<file path="src/rtl/cfp_pkg.sv">
package cfp_pkg;
  typedef struct packed {
    logic gfx;
    logic blank_n;
    logic gap;
  } cell_flags_t;

  localparam int unsigned GFX_BAND_SH = 2;
endpackage

</file>
<file path="src/rtl/cfp_timing.sv">
module cfp_timing #(
  parameter int unsigned DOTS   = 6,
  parameter int unsigned ADDR_W = 10
) (
  input  logic              clk_i,
  input  logic              rst_ni,
  output logic              cap_o,
  output logic              load_o,
  output logic              strobe_no_o,
  output logic [ADDR_W-1:0] vram_addr_o
);
  localparam int unsigned PH_W = $clog2(DOTS);
  localparam logic [PH_W-1:0] PH_LAST = PH_W'(DOTS - 1);

  logic [PH_W-1:0]   ph_q;
  logic [ADDR_W-1:0] addr_q;

  always_ff @(posedge clk_i or negedge rst_ni) begin
    if (!rst_ni) begin
      ph_q   <= '0;
      addr_q <= '0;
    end else begin
      ph_q <= (ph_q == PH_LAST) ? '0 : ph_q + 1'b1;
      if (ph_q == PH_LAST) addr_q <= addr_q + 1'b1;
    end
  end

  assign cap_o       = (ph_q == PH_LAST);
  assign load_o      = (ph_q == '0);
  assign strobe_no_o = ~cap_o;
  assign vram_addr_o = addr_q;
endmodule

</file>
<file path="src/rtl/cfp_latch.sv">
module cfp_latch
  import cfp_pkg::*;
#(
  parameter int unsigned CODE_BITS = 6
) (
  input  logic                 clk_i,
  input  logic                 rst_ni,
  input  logic                 clr_ni,
  input  logic                 cap_i,
  input  logic [CODE_BITS-1:0] data_i,
  input  logic                 gfx_i,
  input  logic                 blank_ni,
  input  logic                 gap_i,
  output logic [CODE_BITS:0]   code_o,
  output cell_flags_t          flags_o
);
  logic        bit6;
  logic [CODE_BITS:0] code_q;
  cell_flags_t flags_q;

  // seventh bit rebuilt from stored bit 5 and the graphic bit
  assign bit6 = ~(data_i[CODE_BITS-1] | gfx_i);

  always_ff @(posedge clk_i or negedge rst_ni) begin
    if (!rst_ni) begin
      code_q  <= '0;
      flags_q <= '0;
    end else if (!clr_ni) begin
      code_q  <= '0;
      flags_q <= '0;
    end else if (cap_i) begin
      code_q  <= {bit6, data_i};
      flags_q <= '{gfx: gfx_i, blank_n: blank_ni, gap: gap_i};
    end
  end

  assign code_o  = code_q;
  assign flags_o = flags_q;
endmodule

</file>
<file path="src/rtl/cfp_serializer.sv">
module cfp_serializer
  import cfp_pkg::*;
#(
  parameter int unsigned DOTS      = 6,
  parameter int unsigned CODE_BITS = 6,
  parameter int unsigned SCAN_W    = 4
) (
  input  logic                 clk_i,
  input  logic                 rst_ni,
  input  logic                 load_i,
  input  logic [CODE_BITS-1:0] code_i,
  input  cell_flags_t          flags_i,
  input  logic [SCAN_W-1:0]    scan_i,
  input  logic [DOTS-1:0]      rom_data_i,
  output logic                 dot_o
);
  localparam int unsigned BANDS = CODE_BITS / 2;
  localparam int unsigned HALF  = DOTS / 2;
  localparam int unsigned BW    = SCAN_W;

  logic [BW-1:0]   band_raw;
  logic [BW-1:0]   band;
  logic            left_on;
  logic            right_on;
  logic [DOTS-1:0] gfx_row;
  logic [DOTS-1:0] src_row;
  logic [DOTS-1:0] sh_q;

  assign band_raw = scan_i >> GFX_BAND_SH;
  assign band     = (band_raw >= BW'(BANDS)) ? BW'(BANDS - 1) : band_raw;
  assign left_on  = code_i[2 * band];
  assign right_on = code_i[2 * band + 1];

  for (genvar j = 0; j < DOTS; j++) begin : g_mosaic
    if (j >= DOTS - HALF) begin : g_left
      assign gfx_row[j] = left_on;
    end else begin : g_right
      assign gfx_row[j] = right_on;
    end
  end

  // gate at load so the flags stay with their own cell
  assign src_row = (flags_i.blank_n && !flags_i.gap)
                 ? (flags_i.gfx ? gfx_row : rom_data_i) : '0;

  always_ff @(posedge clk_i or negedge rst_ni) begin
    if (!rst_ni)     sh_q <= '0;
    else if (load_i) sh_q <= src_row;
    else             sh_q <= {sh_q[DOTS-2:0], 1'b0};
  end

  assign dot_o = sh_q[DOTS-1];
endmodule

</file>
<file path="src/rtl/char_fetch_pipe.sv">
module char_fetch_pipe
  import cfp_pkg::*;
#(
  parameter int unsigned DOTS      = 6,
  parameter int unsigned CODE_BITS = 6,
  parameter int unsigned SCAN_W    = 4,
  parameter int unsigned ADDR_W    = 10
) (
  input  logic                          clk_i,
  input  logic                          rst_ni,
  input  logic                          vclr_ni,
  input  logic [CODE_BITS-1:0]          vram_data_i,
  input  logic                          gfx_bit_i,
  input  logic                          blank_ni,
  input  logic                          row_gap_i,
  input  logic [SCAN_W-1:0]             scan_line_i,
  input  logic [DOTS-1:0]               rom_data_i,
  output logic                          strobe_no_o,
  output logic [ADDR_W-1:0]             vram_addr_o,
  output logic [CODE_BITS+SCAN_W:0]     rom_addr_o,
  output logic                          dot_o
);
  logic               cap;
  logic               load;
  logic [CODE_BITS:0] code;
  cell_flags_t        flags;

  cfp_timing #(.DOTS(DOTS), .ADDR_W(ADDR_W)) u_timing (
    .clk_i       (clk_i),
    .rst_ni      (rst_ni),
    .cap_o       (cap),
    .load_o      (load),
    .strobe_no_o (strobe_no_o),
    .vram_addr_o (vram_addr_o)
  );

  cfp_latch #(.CODE_BITS(CODE_BITS)) u_latch (
    .clk_i    (clk_i),
    .rst_ni   (rst_ni),
    .clr_ni   (vclr_ni),
    .cap_i    (cap),
    .data_i   (vram_data_i),
    .gfx_i    (gfx_bit_i),
    .blank_ni (blank_ni),
    .gap_i    (row_gap_i),
    .code_o   (code),
    .flags_o  (flags)
  );

  assign rom_addr_o = {code, scan_line_i};

  cfp_serializer #(.DOTS(DOTS), .CODE_BITS(CODE_BITS), .SCAN_W(SCAN_W)) u_ser (
    .clk_i      (clk_i),
    .rst_ni     (rst_ni),
    .load_i     (load),
    .code_i     (code[CODE_BITS-1:0]),
    .flags_i    (flags),
    .scan_i     (scan_line_i),
    .rom_data_i (rom_data_i),
    .dot_o      (dot_o)
  );
endmodule

</file>
<file path="config.mk">
export PLATFORM = sky130hd
export DESIGN_NAME = char_fetch_pipe
export DESIGN_NICKNAME = d
export VERILOG_FILES = /design/src/rtl/cfp_pkg.sv /design/src/rtl/cfp_timing.sv /design/src/rtl/cfp_latch.sv /design/src/rtl/cfp_serializer.sv /design/src/rtl/char_fetch_pipe.sv
export SDC_FILE = /design/constraint.sdc
export NUM_CORES = 1
export LEC_CHECK = 0
export ABC_AREA = 1
export BUFFER_PORTS_ARGS = -buffer_cell sky130_fd_sc_hd__buf_4
export CAP_MARGIN = 20
export CORE_AREA = 5 5 60 62
export DETAILED_ROUTE_END_ITERATION = 12
export DIE_AREA = 0 0 65 67
export PLACE_DENSITY = 0.84
export SETUP_SLACK_MARGIN = 0.3
export SYNTH_ARGS = -nofsm -noshare
export SYNTH_HDL_FRONTEND = slang
export SYNTH_HIERARCHICAL = 1
export SYNTH_SLANG_ARGS = --single-unit
</file>
<file path="constraint.sdc">
create_clock -name clk_i -period 1.3 [get_ports clk_i]
set_input_delay 0 -clock clk_i [delete_from_list [all_inputs] [get_ports clk_i]]
set_output_delay 0 -clock clk_i [all_outputs]
set_load 0.05 [all_outputs]
</file>
# Word level (Yosys, flattened, before mapping)
# Index checks and enable logic that the tools add are counted.
# totals
latchBits	0
mem_bits_rw	0
mem_bits_ro	0
input_bits	22
reg_bits	29
memories	0
out_inout_bits	23
# classes
n_reduce_logical	3
muxes	13
addsub	3
n_mul	0
order_cmp	3
eq_ne	2
shift	0
div	0
n_bitwise	3
# ops
operator	count
< comparator 32 x 4 -> 1 bit, second input constant	1
two-way mux 6 bit	3
two-way mux 7 bit	2
adder 10 x 1 -> 10 bit, second input constant	1
two-way mux 3 bit	3
adder 5 x 1 -> 6 bit, second input constant	1
< comparator 5 x 4 -> 1 bit, second input constant	1
adder 3 x 1 -> 3 bit, second input constant	1
binary-select mux 1 bit (select 3 bit)	1
equality test 3 bit, second input constant	1
logical NOT 3 bit	1
binary-select mux 1 bit (select 2 bit)	1
greater-or-equal comparator 2 bit, second input constant	1
two-way mux 1 bit	2
two-way mux 2 bit	1
inequality test 2 x 1 -> 1 bit, second input constant	1
NOT 1 bit	2
logical AND 1 bit	1
logical NOT 1 bit	1
OR 1 bit	1

# Logic depth before layout (Yosys ltp)
# logic_depth
ltp_word	8
depth_mapped	8

# Hierarchy
# The synthesis kept the hierarchy.
# modules_own_cells
module	cells_each	area_per_inst_um2	instances
cfp_timing	74	655.6	1
cfp_latch	46	420.4	1
cfp_serializer	53	341.6	1
char_fetch_pipe	4	30.0	1

# Least setup slack after synthesis
# OpenSTA, ideal clock, no wires.
# synth_path
kind	reg2reg
start	register u_timing.addr_q[0] (netlist: u_timing/vram_addr_o[0])
end	register u_timing.addr_q[8] (netlist: u_timing/vram_addr_o[8])
t_required_ns	1.182
arrival_time_ns	1.435
path_stages_with_launch	9
setup_time_ns	0.118
setup_slack_ns	-0.253
cell_sequence	dfrtp_1 > ha_1 > inv_1 > nor2_1 > nand2_1 > nand2_1 > nand2_1 > nand2_1 > nand2_1
# synth_via
elab_chain_cells	1
# synth_lines
item	line_no	text
start: declaration	cfp_timing.sv:16	logic [ADDR_W-1:0] addr_q;
start signal: assignment	cfp_timing.sv:24	if (ph_q == PH_LAST) addr_q <= addr_q + 1'b1;
adder 10 x 1 -> 10 bit	cfp_timing.sv:24	
# Every way passes these cells.
# A chain may end at the register's enable or synchronous reset.

# Final worst setup path
# layout_path
start	register u_timing.ph_q[1]
end	register u_timing.addr_q[6] (netlist: u_timing/vram_addr_o[6])
# layout_via
elab_chain_cells	1
# layout_lines
item	line_no	text
start: declaration	cfp_timing.sv:15	logic [PH_W-1:0] ph_q;
start signal: assignment	cfp_timing.sv:23	ph_q <= (ph_q == PH_LAST) ? '0 : ph_q + 1'b1;
equality test 3 bit	-	
named net cap	char_fetch_pipe.sv:23	logic cap;
# The timed path passes the listed nets, and every way through them passes these cells.

==> results.json <==
{
  "setup_slack_ps": -3.56,
  "die-area_mm2": 0.00436,
  "slew_headroom": 0.754,
  "run_status": "finished with violations",
  "cts_htree_levels": 2,
  "row_count": 20,
  "holdWs_ps": -10.8,
  "cp-startpoint": "u_timing/ph_q[1]",
  "grt_use_total": 0.192,
  "place.gp.congestion": 0.827,
  "cp.required_ps": 1540,
  "grt_max_degree": 30,
  "path_buf_inv": 2,
  "syn_to_final_growth_pct": 61.7,
  "post-route-min-period_ps": 1300,
  "place_ws_ps": 20.6,
  "ioPinCount": 45,
  "skew_ps": 6.04,
  "finish.utilization": 0.786,
  "critPathKind": "reg -> reg",
  "drtIter0Drc": 144,
  "crit_arrival_ps": 1550,
  "crit_path_frequent_cell": "nor2_4",
  "powerDensity_mw_per_mm2": 715,
  "worstPathMaxFanout": 4,
  "min_from": "rom_data_i[0]",
  "tns_ps": -3.56,
  "numCtsBuffers": 5,
  "first_pass_iters": 4,
  "finalHoldViolCount": 1,
  "avgSynthCellArea_um2": 8.18,
  "critPathMaxStageDelay_ps": 460,
  "leakagePower_nw": 1.23,
  "start_kind": "flop",
  "fin_area_mm2": 0.00234,
  "grt_pass1_vias": 1374,
  "drcViolationCount": 0,
  "seq_area_frac_synth": 0.501,
  "dp_hpwl_mm": 2.38,
  "syn-num-nets": 200,
  "ant_nets": 0,
  "synth_seq_cells": 29,
  "synth_warnings": 6,
  "tightest_slew_ps": 369,
  "maxCapViolations": 0,
  "antenna_found_initial": 0,
  "grt_pass1_wl_mm": 6.20,
  "cp_top_family": "flip-flops",
  "rsz0062_at_grt": "yes",
  "ir_drop_mv": 0.528,
  "vias": 1458,
  "endpoint_kind": "flop",
  "n_antenna_cell": 0,
  "synth_cell_types": 22,
  "placed_area_mm2": 0.00184,
  "clock_latency_ps": 330,
  "nNetsFinal": 281,
  "clk_pin_slew_ps": 80,
  "period_share": 1.00,
  "wire_per_inst_um": 14.9,
  "die_h_um": 67,
  "slowest_stage": "dfrtp_2",
  "die_w_um": 65,
  "core_area_mm2": 0.00298,
  "violations": "hold timing, setup timing",
  "start_util": 0.486,
  "cts.path.max_buffers": 2,
  "cp_cell_sequence": "buf_4 -> nor2_4 -> buf_6 -> nand2_4 -> nor2_4 -> xor2_1",
  "clock_sinks": 29,
  "setup_viol": 1,
  "layout-drive-gt1-share": 0.444,
  "synth_area_mm2": 0.00145,
  "timing.rr.start": "u_timing/ph_q[1]",
  "globalRouteOverflowTotal": 0,
  "hp-class": "in -> reg",
  "cts_root_buffer": "clkbuf_4",
  "wirelength_mm": 4.35,
  "slew_violations": 0,
  "routed_via_density": 4.99,
  "tritoncts": "yes",
  "io_buffer_count": 40,
  "syn_inst": 177,
  "fmax_mhz": 767
}
[Yosys cell counts]
cell      number  area (um^2)
ha_1           1         12.5
nand3b_1       3         22.5
nand4_1        1         6.26
and2_1         1         6.26
nand2_1       68          255
nand3_4        1         17.5
inv_1         17         63.8
o21ai_0        3         15.0
dfrtp_1       29          726
nor3_1         1         5.00
xnor2_1        4         35.0
nand3_1       13         65.1
nor2_1        18         67.6
xor2_1         2         17.5
buf_6          2         22.5
nor2_4         3         33.8
a21oi_2        1         8.76
nor2_2         1         6.26
a21oi_1        1         5.00
nand2_4        2         22.5
buf_4          4         30.0
inv_2          1         3.75
[repair_timing]
item | in CTS | in global routing
pin swaps | 9 | 12
hold buffers | 15 | 0
endpoints found under the setup margin | 27 | 36
resized for setup | 15 | 21
buffers inserted | 10 | 9
gates cloned | 0 | 2
endpoints found under the hold margin | 43 | 0
[cells in the final DEF, fill, tap and decap left out, types with 3 or more instances in the layout]
| cell | count |
|---|---|
| nand3_2 | 9 |
| clkbuf_1 | 3 |
| nand2_2 | 3 |
| clkbuf_4 | 5 |
| buf_6 | 12 |
| nand2_1 | 65 |
| dlygate4sd3_1 | 15 |
| inv_2 | 4 |
| nor2_4 | 5 |
| nand3b_1 | 3 |
| inv_1 | 14 |
| dfrtp_1 | 18 |
| buf_4 | 50 |
| dfrtp_2 | 11 |
| nand3_1 | 3 |
| nor2_1 | 16 |
[kinds of logic after synthesis]
family	synth area share
DFF	0.501
AOI/OAI and AO/OA	0.0199
buffers and inverters	0.0830
adders and majority gates	0.00864
and+or+nand+nor	0.351
xor gates and xnor gates	0.0363
[area by class of cell]
class                           count  area, um^2
Timing Repair Buffer               79         691
Clock buffer                        8        48.8
Fill cell                         184         637
Tap cell                           33        41.3
Multi-Input combinational cell    125         753
Inverter                           18        67.6
Sequential cell                    29         739
[metal layers]
metal	track usage	vias to the layer above	share of wire
li1	-	702	-
met1	0.220	693	0.41
met2	0.335	56	0.52
met3	0.0388	7	0.046
met4	0.103	0	0.019
met5	0	-	0
[per-stage QoR]
stage | instances | power, mW
2_1_floorplan | 177 | 1.06
3_3_place_gp | 248 | 1.13
3_5_place_dp | 248 | 1.13
4_1_cts | 281 | 1.67
5_1_grt | 292 | 1.75
6_report | 292 | 1.67
[flip-flops by register name (all words and copies together), names as in the netlist]
signal / flops
u_ser/sh_q: 6
u_latch/code_o: 7
u_timing/ph_q: 3
u_latch/flags_o: 3
u_timing/vram_addr_o: 10
[report_power, final]
| part | leakage (nW) | total (mW) | internal, mW | switching [mW] |
|---|---|---|---|---|
| clock | 0.0265 | 0.516 | 0.215 | 0.301 |
| combinational | 0.827 | 0.224 | 0.0997 | 0.124 |
| sequential | 0.373 | 0.934 | 0.920 | 0.0142 |
| total | 1.23 | 1.67 | 1.23 | 0.440 |
[worst paths after layout]
check / endpoint / slack, ps / cells after the start
max in group asynchronous: u_timing/ph_q[2] / 850 / 2
worst max register to register: u_timing/vram_addr_o[6] / -4 / 6
worst max-delay path: u_timing/vram_addr_o[6] / -4 / 6
min in group asynchronous: u_latch/code_o[1] / 150 / 2
worst min register to register: u_ser/sh_q[1] / 480 / 2
worst min-delay path: u_ser/sh_q[0] / -10 / 4
[worst register-to-register path, delay by kind of cell, from the launching register on]
| family | cells | cell delay (ps) |
|---|---|---|
| buf+inv | 2 | 310 |
| simple gates | 3 | 280 |
| flops | 1 | 460 |
| xor+xnor | 1 | 170 |
Note: power is estimated with default switching activity, not from simulation.
